===== config.mk =====
export PLATFORM = sky130hd
export DESIGN_NAME = wdog_stager
export DESIGN_NICKNAME = d
export VERILOG_FILES = /design/src/rtl/wdog_pkg.sv /design/src/rtl/wdog_regs.sv /design/src/rtl/wdog_tick_sel.sv /design/src/rtl/wdog_escalate.sv /design/src/rtl/wdog_stager.sv
export SDC_FILE = /design/constraint.sdc
export NUM_CORES = 1
export LEC_CHECK = 0
export ABC_AREA = 1
export ABC_CLOCK_PERIOD_IN_PS = 2500
export CAP_MARGIN = 40
export CORE_UTILIZATION = 38
export DETAILED_ROUTE_END_ITERATION = 8
export GPL_ROUTABILITY_DRIVEN = 0
export MAX_ROUTING_LAYER = met4
export PLACE_DENSITY = 0.88
export SETUP_SLACK_MARGIN = 0.5
export SYNTH_ARGS = -nofsm -noshare
export SYNTH_HDL_FRONTEND = slang
export SYNTH_SLANG_ARGS = --single-unit

===== constraint.sdc =====
create_clock -name clk -period 2.5 [get_ports clk]
set_clock_uncertainty 0.15 [all_clocks]
set_input_delay 0.25 -clock clk [delete_from_list [all_inputs] [get_ports clk]]
set_output_delay 0.25 -clock clk [all_outputs]
set_load 0.05 [all_outputs]

===== src/rtl/wdog_pkg.sv =====
package wdog_pkg;
  localparam int ADDR_W = 8;
  localparam int DATA_W = 32;
  localparam int SEL_W  = 4;
  localparam int PER_W  = 8;
  localparam int STG_W  = 3;
  localparam int LAST_STAGE = 5;

  localparam logic [ADDR_W-1:0] OFF_CFG = 8'h00;
  localparam logic [ADDR_W-1:0] OFF_CMD = 8'h08;
  localparam logic [ADDR_W-1:0] OFF_KEY = 8'h0C;
  localparam logic [DATA_W-1:0] KEY_VAL = 32'h0000_C45A;

  // Field order is fixed by the bit layout software writes.
  typedef struct packed {
    logic             en_por;
    logic             en_dbg;
    logic             en_rint;
    logic             en_fiq;
    logic             en_lint;
    logic [PER_W-1:0] period;
    logic [SEL_W-1:0] src;
  } cfg_t;

  localparam int CFG_W = $bits(cfg_t);
endpackage


===== src/rtl/wdog_regs.sv =====
module wdog_regs
  import wdog_pkg::*;
(
  input  logic              clk,
  input  logic              rst_n,
  input  logic              wr,
  input  logic [ADDR_W-1:0] addr,
  input  logic [DATA_W-1:0] wdata,
  output cfg_t              cfg_q,
  output logic              key_armed,
  output logic              start_p,
  output logic              stop_p,
  output logic [DATA_W-1:0] rdata
);
  logic cmd_hit;

  always_ff @(posedge clk) begin
    if (!rst_n) begin
      cfg_q     <= '0;
      key_armed <= 1'b0;
    end else if (wr) begin
      case (addr)
        OFF_CFG: if (!cfg_q.en_lint) cfg_q <= cfg_t'(wdata[CFG_W-1:0]);
        OFF_KEY: key_armed <= (wdata == KEY_VAL);
        OFF_CMD: key_armed <= 1'b0;
        default: ;
      endcase
    end
  end

  always_comb begin
    cmd_hit = wr && (addr == OFF_CMD) && key_armed;
    stop_p  = cmd_hit && wdata[1];
    start_p = cmd_hit && wdata[0] && !wdata[1];
    rdata   = (addr == OFF_CFG) ? DATA_W'(cfg_q) : '0;
  end
endmodule


===== src/rtl/wdog_tick_sel.sv =====
module wdog_tick_sel #(
  parameter int NUM_SRC = 16,
  parameter int SEL_W   = 4
) (
  input  logic [NUM_SRC-1:0] ticks,
  input  logic [SEL_W-1:0]   sel,
  output logic               hit
);
  localparam int SRC_SPACE = 1 << SEL_W;

  logic [SRC_SPACE-1:0] padded;

  generate
    if (NUM_SRC < SRC_SPACE) begin : g_pad
      assign padded = {{(SRC_SPACE-NUM_SRC){1'b0}}, ticks};
    end else begin : g_full
      assign padded = ticks;
    end
  endgenerate

  assign hit = padded[sel];
endmodule


===== src/rtl/wdog_escalate.sv =====
module wdog_escalate #(
  parameter int PER_W      = 8,
  parameter int STG_W      = 3,
  parameter int LAST_STAGE = 5
) (
  input  logic             clk,
  input  logic             rst_n,
  input  logic             start_p,
  input  logic             stop_p,
  input  logic             hit,
  input  logic [PER_W-1:0] period,
  output logic [STG_W-1:0] stage_q
);
  localparam logic [STG_W-1:0] TOP = STG_W'(LAST_STAGE);

  logic             running;
  logic [PER_W-1:0] pcnt;
  logic [PER_W-1:0] eff;
  logic [PER_W:0]   nxt;
  logic             expire;

  always_comb begin
    eff    = (period == '0) ? PER_W'(1) : period;
    nxt    = {1'b0, pcnt} + 1'b1;
    expire = nxt >= {1'b0, eff};
  end

  always_ff @(posedge clk) begin
    if (!rst_n) begin
      running <= 1'b0;
      pcnt    <= '0;
      stage_q <= '0;
    end else if (stop_p) begin
      running <= 1'b0;
      pcnt    <= '0;
      stage_q <= '0;
    end else begin
      if (start_p) running <= 1'b1;
      if (running && hit) begin
        if (expire) begin
          pcnt <= '0;
          if (stage_q != TOP) stage_q <= stage_q + 1'b1;
        end else begin
          pcnt <= nxt[PER_W-1:0];
        end
      end
    end
  end
endmodule


===== src/rtl/wdog_stager.sv =====
module wdog_stager
  import wdog_pkg::*;
#(
  parameter int NUM_SRC = 16
) (
  input  logic               clk,
  input  logic               rst_n,
  input  logic               reg_wr,
  input  logic [7:0]         reg_addr,
  input  logic [31:0]        reg_wdata,
  output logic [31:0]        reg_rdata,
  input  logic [NUM_SRC-1:0] src_tick,
  output logic [2:0]         stage_o,
  output logic               irq_local,
  output logic               fiq_local,
  output logic               irq_remote,
  output logic               dbg_rst_req,
  output logic               por_rst_req
);
  cfg_t cfg_q;
  logic key_armed;
  logic start_p;
  logic stop_p;
  logic hit;

  wdog_regs u_regs (
    .clk(clk), .rst_n(rst_n), .wr(reg_wr), .addr(reg_addr), .wdata(reg_wdata),
    .cfg_q(cfg_q), .key_armed(key_armed), .start_p(start_p), .stop_p(stop_p),
    .rdata(reg_rdata)
  );

  wdog_tick_sel #(.NUM_SRC(NUM_SRC), .SEL_W(SEL_W)) u_sel (
    .ticks(src_tick), .sel(cfg_q.src), .hit(hit)
  );

  wdog_escalate #(.PER_W(PER_W), .STG_W(STG_W), .LAST_STAGE(LAST_STAGE)) u_esc (
    .clk(clk), .rst_n(rst_n), .start_p(start_p), .stop_p(stop_p), .hit(hit),
    .period(cfg_q.period), .stage_q(stage_o)
  );

  always_comb begin
    irq_local   = cfg_q.en_lint && (stage_o >= 3'd1);
    fiq_local   = cfg_q.en_fiq  && (stage_o >= 3'd2);
    irq_remote  = cfg_q.en_rint && (stage_o >= 3'd2);
    dbg_rst_req = cfg_q.en_dbg  && (stage_o >= 3'd4);
    por_rst_req = cfg_q.en_por  && (stage_o == 3'd5);
  end
endmodule


# == Word level (Yosys, flattened, before mapping) ==
# Cells that the tools add are included.
# totals
inputBits,59
register_bits,30
elab_cells,52
out_inout_bits,40
# classes
muxes,7
magnitude_cmp,5
bitwise,2
reduce_logical,20
add_sub_neg,2
n_eq_ne,5
# op_table
op,n
"== test 32 x 16 -> 1 bit, second input constant",1
two-way mux 17 bit,1
"== test 8 x 4 -> 1 bit, second input constant",2
logical NOT 8 bit,2
two-way mux 8 bit,2
two-way mux 13 bit,1
logical AND 1 bit,11
"adder 8 x 1 -> 9 bit, second input constant",1
>= comparator 9 x 8 -> 1 bit,1
AND reduction 3 bit,2
"< comparator 4 x 5 -> 1 bit, second input constant",1
binary-select mux 1 bit (select 4 bit),1
AND reduction 2 bit,2
"adder 3 x 1 -> 3 bit, second input constant",1
"== test 3 bit, second input constant",1
">= comparator 3 x 1 -> 1 bit, second input constant",1
">= comparator 3 x 2 -> 1 bit, second input constant",1
">= comparator 3 bit, second input constant",1
"!= test 3 bit, second input constant",1
NOT 1 bit,2
one-hot mux 1 bit (2 select lines),1
nonzero test 2 bit,1
OR reduction 2 bit,1
logical NOT 1 bit,1
two-way mux 1 bit,1

# == Longest topological paths before layout ==
# Gate-level depths: netlist of run 1.
# logic_depth
word_depth,5
ltp_mapped,15
ltp_nobuf,15

# == Modules after synthesis ==
# From an unflattened synthesis of run 1, not the netlist that was laid out.
# hier_totals
hier_cells,373
area_unflattened_um2,2364.8
# modules_own_cells
module,area_per_inst_um2,n_inst,seq_area_each_um2,cells_each
wdog_regs,1189.9,1,360.3,194
wdog_escalate,885.8,1,240.2,117
wdog_tick_sel,230.2,1,0.0,50
wdog_stager,58.8,1,0.0,12

# == Worst setup path after synthesis of run 1 ==
# OpenSTA, ideal clock, no wires.
# synth_timing
path_type,reg2reg
from,reg u_esc.pcnt[0]
to,reg u_esc.stage_q[0]
setup_time_ns,0.119
setup_slack_ns,0.180
path_stages_with_launch,14
period_less_slack_ns,2.320
t_arrival_ns,2.051
cell_sequence,dfxtp_1 > ha_1 > nand2_1 > nor2_4 > nand3_1 > xnor2_1 > ha_1 > nand2_1 > nor4_1 > nand2_1 > nand3_4 > nand3_2 > nand2_1 > a21oi_1
# synth_between
elab_chain_cells,3
# synth_rtl
item,line_no,rtl
from (decl),wdog_escalate.sv:17,logic [PER_W-1:0] pcnt;
from (signal assigned),wdog_escalate.sv:44,pcnt <= nxt[PER_W-1:0];
adder 8 x 1 -> 9 bit,wdog_escalate.sv:24,"nxt = {1'b0, pcnt} + 1'b1;"
>= comparator 9 x 8 -> 1 bit,wdog_escalate.sv:25,"expire = nxt >= {1'b0, eff};"
AND reduction 3 bit (no line),--,
to (signal assigned),wdog_escalate.sv:42,if (stage_q != TOP) stage_q <= stage_q + 1'b1;
to (decl),wdog_escalate.sv:12,output logic [STG_W-1:0] stage_q
# Every way passes these cells.
# A chain may end at the register's enable or synchronous reset.

# == Worst setup path in the final report of run 1 ==
# layout_timing
from,reg u_esc.pcnt[1]
to,reg u_esc.pcnt[6]
# layout_between
elab_chain_cells,3
# layout_rtl
item,line_no,rtl
adder 8 x 1 -> 9 bit *,wdog_escalate.sv:24,
>= comparator 9 x 8 -> 1 bit,wdog_escalate.sv:25,
two-way mux 8 bit *,wdog_escalate.sv:40,if (expire) begin
# Mark *: on every way between the ends. The rest lies on a longest branch, timed or not.

==> flow_summary_export.csv, run 1 <==
group,metric,value,unit
synth,synth.avg_cell_area,6.793,um^2
sta,hold_viol_final,0,
synth,yosysMostFrequentCell,"nand2_1",
clock_network,cts.path.max_buffers,2,
synth,synth_compound_area_share,14.76,%
route,drt_iter0_markers,153,
global_route,gr-usage-met3,2.500,%
route,routed_via_density,4.866,
route,drcViolationCount,0,
synth,synth_mux_area_share,0,%
synth,ys_top_cells_by_area,"dfxtp_1 28%, nand2_1 10%, inv_1 8.0%, ha_1 7.0%, a21oi_1 6.5%",
route,drt_first_pass_iters,4,
global_route,antenna_found_initial,0,
clock_network,hold_buffers,0,
worst_setup_path,startpoint_type,"flop",
sta,max_freq,0.4069,GHz
global_route,met2_usage,36.81,%
synth,ys.flop_type,"dfxtp_1",
synth,synth_adder_area_share,6.973,%
sta,slew_headroom,67.26,%
floorplanning,die_x,77.28,um
power_and_ir_drop,vdd_ir_drop_max,0.1804,mV
global_route,overflow,0,
synth,synth_seq_area_share,27.89,%
floorplanning,io_pins,99,
route,detail_route.wl_per_cell,12.84,um
synth,ys_ff_latch,30,
layout,antennaDiodeCount,0,
sta,rsz0062_at_grt,"true",
power_and_ir_drop,power.static_leakage,1.484,nW
sta,tightest_slew,484.3,ps
worst_setup_path,timing.rr.end,"u_esc.pcnt[6]",
synth,synth_top_area_cell,"dfxtp_1",
layout,area_growth,64.61,%
layout,fillers,437,
layout,drive_gt1_share,26.15,%
clock_network,cts.sinks,30,
worst_setup_path,required,2570,ps
worst_setup_path,cp-endpoint,"u_esc.pcnt[6]",
synth,ys_warn_count,0,
layout,seq_area,606.8,um^2
worst_setup_path,critPathMaxFanout,8,
synth,synth_top_family_by_area,"simple AND/OR/NAND/NOR gates",
floorplanning,fp-row-count,27,
worst_setup_path,crit_type,"flop to flop",
clock_network,cts_tree,"done",
layout,multi_input_area,1441,um^2
floorplanning,start_util,39.35,%
min_path,hold_class,"flop to flop",
worst_setup_path,endpoint_kind,"flop",
layout,layout.cells.non_filler,485,
global_route,grt_pass1_wl,9853,um
route,vias,2360,
floorplanning,die_h,77.28,um
floorplanning,dieArea,5971,um^2
sta,setup_viol_count_final,0,
place,hpwl,4564,um
worst_setup_path,worstSetupStartpoint,"u_esc.pcnt[1]",
clock_network,clk_latency,290,ps
place,placed_cells,469,
synth,yosys.area_share.simple,31.61,%
global_route,grtUsageTotal,21.32,%
synth,synth-edff-count,0,
global_route,busiest_layer,"met2",
synth,synth.top_cell.area_share,27.89,%
job,drv_cap,0,
synth,yosys-top-cells-count,"60 x nand2_1, 46 x inv_1, 35 x nor2_1, 30 x dfxtp_1, 28 x a21oi_1",
power_and_ir_drop,power.density,319.4,nW/um^2
clock_network,clk_pin_slew,70,ps
route,final_antenna_net_count,0,
synth,ys_types,35,
global_route,globalRouteMet1Util,24.57,%
synth,syn_inst,317,
clock_network,ctsHtreeMaxLevel,2,
clock_network,cts-root-buf,"clkbuf_8",
synth,syn_area,2153,um^2
worst_setup_path,rrSetupSlack,40,ps
clock_network,cts_made_buffers,5,
worst_setup_path,timing.rr.start,"u_esc.pcnt[1]",
power_and_ir_drop,finalPower,1.132,mW
status,status,"finished clean",
place,io_buffers,83,
floorplanning,core,5473,um^2
global_route,grt_pass1_vias,2191,
worst_setup_path,cp.arrival,2530,ps
sta,finalCriticalPeriod,2458,ps
layout,num-nets-final,483,
synth,synthXorXnorAreaFrac,2.847,%
sta,slew_violations,0,
synth,async_flop_share,0,%
worst_setup_path,r2r_cells,13,
sta,fin_crit_sh,98.32,%
route,wl,6229,um
global_route,grt_start_max_net_pins,20,
-- worst max-delay path: stages, from the launching register on --
cell,delay (ps)
dfxtp_2,370
ha_4,150
nand2_4,50
nor2_4,150
nand3_4,120
xnor2_4,230
ha_4,240
a21oi_2,130
o211ai_1,160
nor2_4,160
nand3_4,110
nor2_8,160
nand2_1,80
a21oi_2,120
-- per-stage QoR --
stage          hold slack [ps]  util, %  cell area, um^2  setup WS (ps)  TNS [ps]
6_report                 369.5    64.77             3545          42.09         0
5_1_grt                  389.7    64.77             3545         -61.12    -526.3
4_1_cts                  357.8    63.37             3468          101.3         0
3_5_place_dp             348.0    58.96             3227        -0.1492   -0.1492
3_3_place_gp             333.5    58.96             3227          147.6         0
2_1_floorplan            251.8        -             2245          262.4         0
-- flip-flops by register name (all words and copies together), names as in the netlist --
register	flops
u_regs.key_armed	1
u_esc.pcnt	8
u_esc.running	1
u_esc.stage_q	3
u_regs.cfg_q	17
-- layer usage --
metal,part of all wire (%),wire (um)
met1,41,2568
met4,2.5,154
met3,4.5,280
met2,52,3225
met5,0,0
-- cell usage in the layout (no fill, tap or decap), drive strengths merged --
master         count
nor3b              1
nand2             62
o41ai              1
conb              15
dlygate4sd2        1
nand3b             1
nand4              6
a21boi             1
clkdlybuf4s50     61
nor3               1
nor2              40
xor2               5
nor4               6
a21oi             35
ha                12
buf               32
xnor2              2
nor4b              2
dfxtp             30
clkdlybuf4s15      3
o211ai             1
clkbuf             8
a21o               1
o21ai             17
nand3             21
inv               48
-- worst min path at each step --
stage                    startpoint               end  cells past startpoint
floorplan             reg_wdata[12]  u_regs.cfg_q[12]                      2
global placement    u_regs.cfg_q[4]   u_regs.cfg_q[4]                      2
detailed placement  u_regs.cfg_q[3]   u_regs.cfg_q[3]                      2
CTS                 u_regs.cfg_q[3]   u_regs.cfg_q[3]                      2
global route          u_esc.pcnt[7]     u_esc.pcnt[7]                      2
finish              u_regs.cfg_q[4]   u_regs.cfg_q[4]                      2
-- cell families (layout without fill, tap and decap cells) --
family	count (synthesis)	count (layout)
adders and majority gates	12	12
and+or+nand+nor	140	140
buffers and inverters	71	153
DFF	30	30
other	1	15
AOI/OAI and AO/OA	56	56
xor gates and xnor gates	7	7
-- power by group --
part	switching, mW	internal [mW]
combinational	0.0950	0.0949
sequential	0.000407	0.477
clock	0.187	0.278
total	0.282	0.850
-- final cells by class --
type | instances | area share, %
clock buffer | 8 | 3.106
inverter | 48 | 5.224
multi-input combinational | 230 | 40.66
sequential | 30 | 17.12
tap | 72 | 2.541
timing repair buffer | 97 | 31.34
-- timing repair --
item / in CTS / in global routing
resized for setup: 35 / 21
buffers inserted: 8 / 0
setup endpoints to repair: 29 / 26
pin swaps: 11 / 6
Note: power is estimated with default switching activity, not from simulation.
==> inputs of run 2 (changes only) <==
--- a/config.mk
+++ b/config.mk
@@ -8,6 +8,7 @@
 export ABC_AREA = 1
 export ABC_CLOCK_PERIOD_IN_PS = 2500
 export CAP_MARGIN = 40
+export CORE_ASPECT_RATIO = 0.8
 export CORE_UTILIZATION = 38
 export DETAILED_ROUTE_END_ITERATION = 8
 export GPL_ROUTABILITY_DRIVEN = 0
==> run 2 against run 1 <==
Compared with the run above:
- via count up 0.13%
- final area fell by 1.7%
- largest cell class unchanged
- clock-buffer cell count is 3 lower
- cell count grew 0.21%
==> flow_summary_export.csv, run 2 (synthesis results as in run 1) <==
group,metric,value,unit
status,status,"finished clean",
clock_network,cts-root-buf,"clkbuf_8",
global_route,antenna_found_initial,0,
clock_network,cts.sinks,30,
sta,fin_ws,53.72,ps
floorplanning,start_util,39.40,%
floorplanning,fp-row-count,24,
sta,slew_headroom,66.44,%
layout,largest_reg_flops,17,
layout,num-nets-final,479,
power_and_ir_drop,power.static_leakage,1.510,nW
route,drcViolationCount,0,
worst_setup_path,r2r_cells,14,
route,vias,2363,
worst_setup_path,crit_slowest_cell,"dfxtp_4",
sta,finalCriticalPeriod,2446,ps
min_path,min_path_cells,2,
sta,final.setup.tns,0,ps
worst_setup_path,required,2570,ps
worst_setup_path,crit_type,"flop to flop",
global_route,grt_start_max_net_pins,27,
sta,max_freq,0.4088,GHz
clock_network,clk_latency,290,ps
sta,fin_crit_sh,97.85,%
worst_setup_path,path_cells,"nand2_4 > nor2_4 > xor2_1 > inv_1 > ha_1 > nand2_2 > a21oi_2 > nor2_2 > nor2_4 > nor2_4 > nand3_4 > nor2_8 > nand2_1 > a21oi_2",
sta,setup_viol_count_final,0,
sta,hold_viol_final,0,
layout,drive_gt1_share,25.00,%
worst_setup_path,cp.arrival,2510,ps
global_route,grt_pass1_wl,10130,um
power_and_ir_drop,vdd_ir_drop_max,0.1477,mV
floorplanning,core,5465,um^2
route,final_antenna_net_count,0,
sta,hold_ws,351.0,ps
place,io_buffers,83,
clock_network,clk_pin_slew,60,ps
clock_network,hold_buffers,0,
global_route,grtUsageTotal,22.66,%
clock_network,cts.path.max_buffers,2,
layout,multi_input_area,1439,um^2
global_route,overflow,0,
global_route,grt_pass1_vias,2273,
worst_setup_path,cpMostUsedCell,"nor2_4",
power_and_ir_drop,power.density,296.8,nW/um^2
layout,final_cell_mix,"58 x clkdlybuf4s50_1, 56 x nand2_1, 44 x inv_1",
worst_setup_path,timing.rr.end,"u_esc.pcnt[1]",
floorplanning,die_h,69.33,um
sta,rsz0062_at_grt,"true",
place,hpwl,4949,um
worst_setup_path,endpoint_kind,"flop",
route,detail_route.wl_per_cell,13.34,um
route,routed_via_density,4.862,
floorplanning,die_x,86.16,um
layout,top_register,"u_regs.cfg_q",
layout,fillers,469,
worst_setup_path,startpoint_type,"flop",
min_path,hold_start,"u_regs.cfg_q[15]",
sta,slew_violations,0,
min_path,hold_class,"flop to flop",
route,drt_iter0_markers,109,
route,wl,6482,um
layout,antennaDiodeCount,0,
worst_setup_path,critPathMaxFanout,8,
clock_network,cts_made_buffers,5,
clock_network,ctsHtreeMaxLevel,2,
layout,area_growth,61.77,%
layout,top_regs,"u_regs.cfg_q (17), u_esc.pcnt (8), u_esc.stage_q (3)",
clock_network,cts_tree,"done",
layout,seq_area,611.8,um^2
floorplanning,dieArea,5973,um^2
layout,layout_commonest_cell,"clkdlybuf4s50_1",
worst_setup_path,timing.rr.start,"u_esc.pcnt[1]",
min_path,holdPathEnd,"u_regs.cfg_q[15]",
job,drv_cap,0,
worst_setup_path,rrSetupSlack,50,ps
worst_setup_path,cpPeakStageDelay,380,ps
sta,tightest_slew,502.5,ps
floorplanning,io_pins,99,
route,drt_first_pass_iters,4,
place,dp_slack,-16.09,ps
[run 2: what timing repair did]
action	in CTS	in global routing
endpoints found under the hold margin	0	0
setup buffers	4	1
pin swaps	5	4
endpoints found under the setup margin	18	33
resized for setup	22	43
[run 2: area by class of cell]
type | count | share of cell area (%)
flip-flops and latches | 30 | 17.56
clock inverters | 2 | 0.2874
repair buffers | 93 | 30.75
well taps | 78 | 2.802
clock buffers | 5 | 1.976
inverters | 48 | 5.316
multi-input cells | 230 | 41.31
[run 2: worst max path at each step]
stage | start | endpoint | slack [ps]
final | u_esc.pcnt[1] | u_esc.pcnt[1] | 50
after global routing | u_esc.pcnt[0] | u_esc.pcnt[3] | -60
after CTS | u_esc.pcnt[0] | u_esc.pcnt[4] | 90
after detailed placement | u_esc.pcnt[0] | u_esc.pcnt[5] | -20
after global placement | u_esc.pcnt[0] | u_esc.pcnt[1] | 150
after floorplan | u_esc.pcnt[0] | u_esc.pcnt[1] | 260
[run 2: metrics by stage]
stage	power [mW]	utilization (%)	instance area, um^2	instances
6_report	1.034	63.74	3483	486
5_1_grt	1.070	63.74	3483	486
4_1_cts	1.045	61.72	3373	485
3_5_place_dp	0.6776	59.04	3227	474
3_3_place_gp	0.6750	59.04	3227	474
2_1_floorplan	0.5916	-	2245	331
[run 2: routing by layer]
layer / GRT usage [%] / vias up / part of all wire (%)
li1: - / 1177 / -
met1: 26.38 / 1067 / 41
met2: 37.30 / 103 / 50
met3: 4.524 / 16 / 5.8
met4: 10.74 / 0 / 3.1
met5: - / - / 0
[run 2: power by group]
part           internal [mW]  leakage, nW  total, mW  switching [mW]
combinational         0.0943         1.22      0.190          0.0955
clock                  0.186       0.0438      0.367           0.181
sequential             0.476        0.245      0.477        0.000428
[run 2: worst max-delay path: cells and delay by family (launching register included)]
kind,cells,cell delay [ps]
buffers and inverters,1,100
adders and majority gates,1,330
AOI/OAI and AO/OA,2,180
xor gates and xnor gates,1,200
and+or+nand+nor,9,1040
DFF,1,380
